==> src/rtl/pfd_pkg.sv <==
package pfd_pkg;
    localparam int ADDR_W     = 32;
    localparam int BLK_BYTES  = 64;
    localparam int PAGE_BYTES = 4096;
    localparam int WIN_BYTES  = 256;
    localparam int N_STREAMS  = 8;

    localparam int OFS_W    = $clog2(BLK_BYTES);
    localparam int PG_W     = $clog2(PAGE_BYTES);
    localparam int IDX_W    = PG_W - OFS_W;
    localparam int PN_W     = ADDR_W - PG_W;
    localparam int WIN_BLKS = WIN_BYTES / BLK_BYTES;
    localparam int SID_W    = $clog2(N_STREAMS);

    typedef logic [PN_W-1:0]  page_t;
    typedef logic [IDX_W-1:0] bidx_t;
    typedef logic [SID_W-1:0] sid_t;

    typedef enum logic {DIR_UP, DIR_DOWN} dir_e;

    typedef struct packed {
        logic  valid;
        page_t page;
        bidx_t last;
        logic  active;
        dir_e  dir;
        logic  pend;
        bidx_t target;
    } stream_t;

    typedef struct packed {
        logic  in_win;
        logic  in_page;
        dir_e  dir;
        bidx_t next;
    } step_t;

    // Judge a new miss block against the previous one in the same page.
    function automatic step_t eval_step(bidx_t prev, bidx_t cur);
        step_t r;
        logic signed [IDX_W:0] d;
        logic [IDX_W:0] mag;
        logic up;
        d   = $signed({1'b0, cur}) - $signed({1'b0, prev});
        up  = (d > 0);
        mag = up ? d : -d;
        r.in_win  = (d != 0) && (mag < (IDX_W+1)'(WIN_BLKS));
        r.dir     = up ? DIR_UP : DIR_DOWN;
        r.in_page = up ? (cur != '1) : (cur != '0);
        r.next    = up ? cur + 1'b1 : cur - 1'b1;
        return r;
    endfunction
endpackage

==> src/rtl/pfd_lru.sv <==
module pfd_lru
    import pfd_pkg::*;
(
    input  logic clk,
    input  logic rst,
    input  logic touch_valid,
    input  sid_t touch_sel,
    output sid_t victim
);
    sid_t rank [N_STREAMS];
    logic [N_STREAMS-1:0] is_oldest;

    always_ff @(posedge clk) begin
        if (rst) begin
            for (int i = 0; i < N_STREAMS; i++) rank[i] <= sid_t'(i);
        end else if (touch_valid) begin
            for (int i = 0; i < N_STREAMS; i++) begin
                if (sid_t'(i) == touch_sel)
                    rank[i] <= sid_t'(N_STREAMS-1);
                else if (rank[i] > rank[touch_sel])
                    rank[i] <= rank[i] - 1'b1;
            end
        end
    end

    always_comb begin
        victim = '0;
        for (int i = 0; i < N_STREAMS; i++) begin
            is_oldest[i] = (rank[i] == '0);
            if (is_oldest[i]) victim = sid_t'(i);
        end
    end


    lru_single_victim_chk: assert property (@(posedge clk) disable iff (rst)
        $onehot(is_oldest));
endmodule

==> src/rtl/pfd_issue_arb.sv <==
module pfd_issue_arb
    import pfd_pkg::*;
(
    input  logic [N_STREAMS-1:0] pend,
    output logic                 any,
    output sid_t                 sel
);
    always_comb begin
        any = |pend;
        sel = '0;
        for (int i = N_STREAMS-1; i >= 0; i--)
            if (pend[i]) sel = sid_t'(i);
    end
endmodule

==> src/rtl/pfd_stream_table.sv <==
module pfd_stream_table
    import pfd_pkg::*;
(
    input  logic                 clk,
    input  logic                 rst,
    input  logic                 miss_valid,
    input  page_t                miss_page,
    input  bidx_t                miss_blk,
    input  sid_t                 victim,
    input  logic                 issue_fire,
    input  sid_t                 issue_sel,
    output logic                 touch_valid,
    output sid_t                 touch_sel,
    output logic [N_STREAMS-1:0] pend,
    output logic [ADDR_W-1:0]    issue_addr
);
    stream_t tbl [N_STREAMS];
    stream_t nxt [N_STREAMS];
    logic    hit_any;
    sid_t    hit_sel;
    step_t   st;

    always_comb begin
        hit_any = 1'b0;
        hit_sel = '0;
        for (int i = 0; i < N_STREAMS; i++) begin
            if (tbl[i].valid && tbl[i].page == miss_page) begin
                hit_any = 1'b1;
                hit_sel = sid_t'(i);
            end
        end
        touch_valid = miss_valid;
        touch_sel   = hit_any ? hit_sel : victim;
    end

    always_comb begin
        st = eval_step(tbl[hit_sel].last, miss_blk);
        for (int i = 0; i < N_STREAMS; i++) begin
            nxt[i] = tbl[i];
            if (issue_fire && issue_sel == sid_t'(i)) nxt[i].pend = 1'b0;
            if (miss_valid && touch_sel == sid_t'(i)) begin
                nxt[i].valid = 1'b1;
                nxt[i].page  = miss_page;
                nxt[i].last  = miss_blk;
                if (hit_any && st.in_win && st.in_page) begin
                    nxt[i].active = 1'b1;
                    nxt[i].dir    = st.dir;
                    nxt[i].pend   = 1'b1;
                    nxt[i].target = st.next;
                end else begin
                    nxt[i].active = 1'b0;
                    nxt[i].pend   = 1'b0;
                end
            end
        end
    end

    always_ff @(posedge clk) begin
        for (int i = 0; i < N_STREAMS; i++) begin
            if (rst) tbl[i] <= '0;
            else     tbl[i] <= nxt[i];
        end
    end

    always_comb begin
        for (int i = 0; i < N_STREAMS; i++) pend[i] = tbl[i].pend;
        issue_addr = {tbl[issue_sel].page, tbl[issue_sel].target, OFS_W'(0)};
    end

    genvar gi, gj;
    generate
        for (gi = 0; gi < N_STREAMS; gi++) begin : g_ent

            pend_needs_active_chk: assert property (@(posedge clk) disable iff (rst)
                tbl[gi].pend |-> (tbl[gi].active && tbl[gi].valid));
            for (gj = gi + 1; gj < N_STREAMS; gj++) begin : g_pair

                unique_page_chk: assert property (@(posedge clk) disable iff (rst)
                    (tbl[gi].valid && tbl[gj].valid) |-> (tbl[gi].page != tbl[gj].page));
            end
        end
    endgenerate
endmodule

==> src/rtl/miss_stream_prefetcher.sv <==
module miss_stream_prefetcher
    import pfd_pkg::*;
(
    input  logic              clk,
    input  logic              rst,
    input  logic              miss_valid,
    input  logic [ADDR_W-1:0] miss_addr,
    input  logic              mem_busy,
    input  logic              pf_ready,
    output logic              pf_valid,
    output logic [ADDR_W-1:0] pf_addr
);
    logic [N_STREAMS-1:0] pend;
    logic  any_pend, issue_fire, touch_valid;
    sid_t  issue_sel, touch_sel, victim;
    logic  unused_ofs;

    assign unused_ofs = ^miss_addr[OFS_W-1:0];
    assign pf_valid   = any_pend && !mem_busy;
    assign issue_fire = pf_valid && pf_ready;

    pfd_stream_table u_table (
        .clk        (clk),
        .rst        (rst),
        .miss_valid (miss_valid),
        .miss_page  (miss_addr[ADDR_W-1:PG_W]),
        .miss_blk   (miss_addr[PG_W-1:OFS_W]),
        .victim     (victim),
        .issue_fire (issue_fire),
        .issue_sel  (issue_sel),
        .touch_valid(touch_valid),
        .touch_sel  (touch_sel),
        .pend       (pend),
        .issue_addr (pf_addr)
    );

    pfd_lru u_lru (
        .clk        (clk),
        .rst        (rst),
        .touch_valid(touch_valid),
        .touch_sel  (touch_sel),
        .victim     (victim)
    );

    pfd_issue_arb u_arb (
        .pend(pend),
        .any (any_pend),
        .sel (issue_sel)
    );


    hold_valid_chk: assert property (@(posedge clk) disable iff (rst)
        (pf_valid && !pf_ready && !miss_valid) |=> (pf_valid || mem_busy));

    hold_addr_chk: assert property (@(posedge clk) disable iff (rst)
        (pf_valid && !pf_ready && !miss_valid) |=> (!pf_valid || $stable(pf_addr)));

    busy_keep_chk: assert property (@(posedge clk) disable iff (rst)
        (mem_busy && any_pend && !miss_valid) |=> any_pend);
endmodule

==> config.mk <==
export PLATFORM = sky130hd
export DESIGN_NAME = miss_stream_prefetcher
export DESIGN_NICKNAME = d
export VERILOG_FILES = /design/src/rtl/pfd_pkg.sv /design/src/rtl/pfd_lru.sv /design/src/rtl/pfd_issue_arb.sv /design/src/rtl/pfd_stream_table.sv /design/src/rtl/miss_stream_prefetcher.sv
export SDC_FILE = /design/constraint.sdc
export NUM_CORES = 1
export LEC_CHECK = 0
export ABC_AREA = 0
export BUFFER_PORTS_ARGS = -buffer_cell sky130_fd_sc_hd__buf_4
export CAP_MARGIN = 5
export CORE_MARGIN = 1
export CORE_UTILIZATION = 50
export CTS_BUF_LIST = sky130_fd_sc_hd__clkbuf_16
export DETAILED_ROUTE_END_ITERATION = 8
export GPL_TIMING_DRIVEN = 0
export PLACE_DENSITY = 0.72
export SYNTH_ARGS = -nofsm -noshare
export SYNTH_HDL_FRONTEND = slang
export SYNTH_HIERARCHICAL = 1
export SYNTH_SLANG_ARGS = --single-unit
==> constraint.sdc <==
create_clock -name clk -period 9.9 [get_ports clk]
set_input_delay 0.495 -clock clk [delete_from_list [all_inputs] [get_ports clk]]
set_output_delay 0.495 -clock clk [all_outputs]
set_load 0.03 [all_outputs]
Word level (Yosys, flattened, before mapping)
Memories as Yosys holds them, arrays and structs flattened.
Index checks and enable logic that the tools add are counted.
Widths: inputs -> output; s select.
{ "classes": {"n_addsub": 12, "order_cmp": 10, "eq_ne": 30, "muxes": 167, "bitwise": 24, "n_reduce_logical": 42} }
{ "op_table": {"columns": ["op", "count"], "rows": [
  ["$mux 36", 16],
  ["$eq 20x20->1", 8],
  ["$mux 1", 104],
  ["$mux 3", 33],
  ["$mux 6", 9],
  ["$reduce_bool 32->1", 1],
  ["$logic_and 1x1->1", 29],
  ["$logic_not 3->1", 9],
  ["$eq 3x3->1 const B", 8],
  ["$gt 3x3->1", 8],
  ["$or 1x1->1", 24],
  ["$sub 3x1->3 const B", 8],
  ["$eq 3x2->1 const B", 4],
  ["$eq 3x3->1 const A", 4],
  ["$mux 2", 4],
  ["$reduce_or 8->1", 1],
  ["$gt 7x1->1 const B", 1],
  ["$lt 7x3->1 const B", 1],
  ["$mux 7", 1],
  ["$neg 7->7", 1],
  ["$sub 6x6->7", 1],
  ["$add 6x1->6 const B", 1],
  ["$eq 2x3->1 const A", 2],
  ["$eq 3x1->1 const B", 2],
  ["other kinds (5)", 5]
]} }
{ "word_totals": {"regBits": 0, "mem_bits_rw": 312, "input_bits": 37, "memories": 2} }
{ "memory_table": {"columns": ["name", "words", "word_bits", "read_ports", "rd_clocked_by_memory_dff", "write_ports", "line_no", "text"], "rows": [
  ["u_table.tbl", 8, 36, 10, 0, 8, "pfd_stream_table.sv:17", "stream_t tbl [N_STREAMS];"],
  ["u_lru.rank", 8, 3, 9, 0, 8, "pfd_lru.sv:10", "sid_t rank [N_STREAMS];"]
]} }

Logic depth before layout (Yosys ltp)
An unclocked memory read counts as a cell.
{ "depth": {"ltp_word": 21, "depth_mapped": 30, "ltp_nobuf": 26} }

Modules after synthesis
Netlist, hierarchy kept.
{ "by_module_without_submodules": {"columns": ["mod", "instances", "cells_each", "area_per_inst_um2"], "rows": [
  ["pfd_stream_table", 1, 1671, 15203.3],
  ["pfd_lru", 1, 223, 2229.6],
  ["pfd_issue_arb", 1, 13, 81.3],
  ["miss_stream_prefetcher", 1, 2, 15.0]
]} }

Least setup slack after synthesis
OpenSTA, ideal clock, no wires.
{ "synth_timing": {"kind": "input-to-reg", "start": "input port miss_addr[24]", "end": "memory u_table/tbl[3][5] in the netlist's numbering", "t_arrival_ns": 6.149, "slack_ns": 3.678, "cell_stages": 29, "path_buffers": 3, "path_cell_list": "buf_4 xor2_1 or4b_1 or4_1 a211oi_2 o211ai_1 o211a_1 buf_2 buf_2 mux2_1 a22oi_1 o21ai_1 ha_1 fa_1 nor2b_1 o31a_1 a21oi_1 nor4_1 nand3_1 nand2_1 ha_1 a21o_1 a21o_1 a21o_1 a21oi_1 xor2_1 xnor2_1 nand2_1 mux2i_1"} }
{ "synth_rtl": {"columns": ["item", "line_no", "text"], "rows": [
  ["start, declared", "miss_stream_prefetcher.sv:7", "input logic [ADDR_W-1:0] miss_addr,"],
  ["end, declared", "pfd_stream_table.sv:17", null]
]} }

==> metrics.txt <==
initial core utilization=50.7%; Root Buffer=clkbuf_16; synth unique cells=80; status=finished clean; vias in the first global route=15190; leading post-synthesis cells by cell area=dfxtp_1 (31%), mux2i_1 (7.3%), mux4_2 (7.1%); fill count=3162; Vias=15984; CP required=10350 ps; Max VDD drop=131 uV; Reg2Reg Depth=28; crit end category=flop; FF+latch count, synth=296; Post-Route WL=61.3 mm; Seq/Total Area, Yosys=35.2%; I/O pins=70; worst hold slack=432 ps; clk buf depth=3; Syn. warnings=6; setup TNS=0 ps; Core ar.=34500 um^2; post-synth top area cell=dfxtp_1; clk_lat worst skew=530 ps; Via density=6.48; Min-Delay Endpoint=u_lru/rank[6][0]; async set or reset register ratio after synthesis=0%; min-delay worst type=in -> reg; Post-Syn Instances=1909; unrepaired setup endpoints after global routing=no; max-cap viol count=0; Remaining Overflow, GRT=0; DRC=0; ANT nets after route=0; fin crit share=75.5%; clock skew=19.4 ps; Post-synth EDFFs=24; Die H=189 um; dpl hpwl=46.7 mm; PortBufs=35; slowest CP cell=clkbuf_1; # rows=68; minimum clock period=7480 ps; fin nets=2074; CTS Sinks=296; Final Max Slew Viols=0; total track usage=33.6%; worst hold start=rst; worst rel slew slack=14.8%; Post-Synthesis Cell Area=17500 um^2; R2R setup slack=2790 ps; postcts setup bufs=0; f_max=0.134 GHz; Crit path largest cell delay=510 ps; crit start category=primary input; DR iter-0 viols=2156; CP Max Fanout=10; Layout area overhead=10.5%; CTS tree=yes; worst hold path depth=2; routed len/inst=24.9 um; antenna violations before repair=3; total power per unit cell area=188 nW/um^2; hold buffer count at cts=0; area share of the largest cell type after synthesis=31.1%; # setup viols final=0; data arrival time of the worst path=7930 ps; first-pass GRT wire length=91.1 mm; worst reg2reg path startpoint=u_table/tbl[1][17]; Most used DFF post-synth=dfxtp_1; Worst Setup SP=miss_addr[19]; layout cells sized above 1=13.4%; Lkg Pwr=7.17 nW; reg2reg end=u_table/tbl[3][5]; Inserted Clock Buffers=35; iteration count of the initial detailed-routing pass=6; Mean Syn Cell Area=9.18 um^2; placer congestion estimate=1.02; Die Area=35800 um^2; Post-CTS Resized=0; power after layout=3.64 mW; CTS clk-pin slew, worst paths=60 ps; Worst-Margin Slew=1260 ps; WS Path Type=in -> reg; endpoints failing hold=0; Die W=189 um; pin count of the biggest net entering global routing=13; CTS HTree Levels=2
==> per-stage QoR <==
step	util, %	std cells	instance area, um^2	setup WS (ps)
after global placement	53.2	2404	18400	2180
after CTS	56.1	2463	19400	2560
after global routing	56.1	2465	19400	2090
after detailed placement	53.2	2404	18400	2060
final	56.1	2465	19400	2420
after floorplan	-	1914	17500	3680
==> sequential cells by signal, summed over array words and instances, names as in the netlist <==
name,flops
u_lru/rank,24
u_table/tbl,272
==> power by group <==
group          total (mW)  leakage [nW]  internal, mW  switching, mW
Clock                1.15         0.521         0.640          0.512
Sequential           1.36          2.42          1.30         0.0663
Combinational        1.13          4.23         0.404          0.725
Total                3.64          7.17          2.34           1.30
==> worst max path at each step <==
| stage | endpoint | slack (ps) | cells past startpoint |
|---|---|---|---|
| final | u_table/tbl[3][5] | 2420 | 30 |
| after global routing | u_table/tbl[3][5] | 2090 | 30 |
| after CTS | u_table/tbl[1][5] | 2560 | 30 |
| after detailed placement | u_table/tbl[3][5] | 2060 | 30 |
| after global placement | u_table/tbl[7][5] | 2180 | 30 |
| after floorplan | u_table/tbl[3][5] | 3680 | 29 |
==> synth_stat cells, types with 7 or more instances <==
cell and count:
dfxtp_1 272, nand3_1 157, a21oi_1 136, mux2i_1 127, xnor2_1 123, nand2_1 114, o21ai_0 107, clkbuf_1 92
nor2_1 85, nand4_1 58, buf_2 55, mux4_2 55, o21ai_1 50, xor2_1 50, ha_1 49, nor4_1 44
inv_1 35, mux2_2 29, a31o_1 25, edfxtp_1 24, buf_4 22, nor2b_1 20, buf_1 13, o21a_1 10
or4_1 9, buf_6 8, nor3_1 8, a21o_1 7, nand2b_1 7, nor3b_1 7, nor4b_1 7
==> metal layers <==
metal	wire length [um]	GRT usage, %	vias to the layer above
met5	0	0	-
met2	27200	52.1	945
met1	24900	45.0	7786
met3	6200	6.34	193
li1	-	-	7060
met4	3080	16.7	0
==> worst max-delay path, delay by kind of cell <==
| kind | cells | cell delay (ps) |
|---|---|---|
| AOI/OAI and AO/OA | 11 | 1860 |
| and+or+nand+nor | 7 | 1800 |
| xor gates and xnor gates | 3 | 640 |
| buffers and inverters | 4 | 1510 |
| adders and majority gates | 3 | 960 |
| muxes | 2 | 640 |
==> cell type report <==
| type | instances | area, um^2 | area share [%] |
|---|---|---|---|
| Sequential cell | 296 | 6170 | 31.8 |
| Tap cell | 455 | 569 | 2.94 |
| Clock inverter | 24 | 110 | 0.568 |
| Inverter | 38 | 143 | 0.736 |
| Clock buffer | 35 | 876 | 4.52 |
| Buffer | 191 | 940 | 4.85 |
| Multi-Input combinational cell | 1389 | 10300 | 53.2 |
| Timing Repair Buffer | 35 | 263 | 1.36 |
| Antenna cell | 2 | 5.00 | 0.0258 |
==> cells by family after synthesis <==
group                    share of synthesized area, %
multiplexers                                     16.8
flip-flops                                       35.2
other                                          0.0214
adder cells (fa/ha/maj)                          3.73
buffers and inverters                            6.17
AO/OA/AOI/OAI                                    12.7
AND/OR/NAND/NOR                                  16.7
XOR/XNOR                                         8.64
==> cells in the final DEF (no fill, tap or decap), types with 8 or more instances in the layout <==
cell type	n
edfxtp_1	24
or4_1	9
nor2b_1	20
nand3_1	157
nand2_1	114
clkbuf_16	35
clkbuf_1	92
nor4_1	44
mux2_2	29
nor3_1	8
a31o_1	25
o21ai_0	107
buf_6	8
o21a_1	10
mux4_2	55
mux2i_1	127
clkinv_1	8
dfxtp_1	272
o21ai_1	50
inv_1	44
xor2_1	50
xnor2_1	123
buf_4	57
ha_1	49
nor2_1	85
buf_1	13
buf_2	55
a21oi_1	136
nand4_1	58
Power figures use the tool's default switching activity.
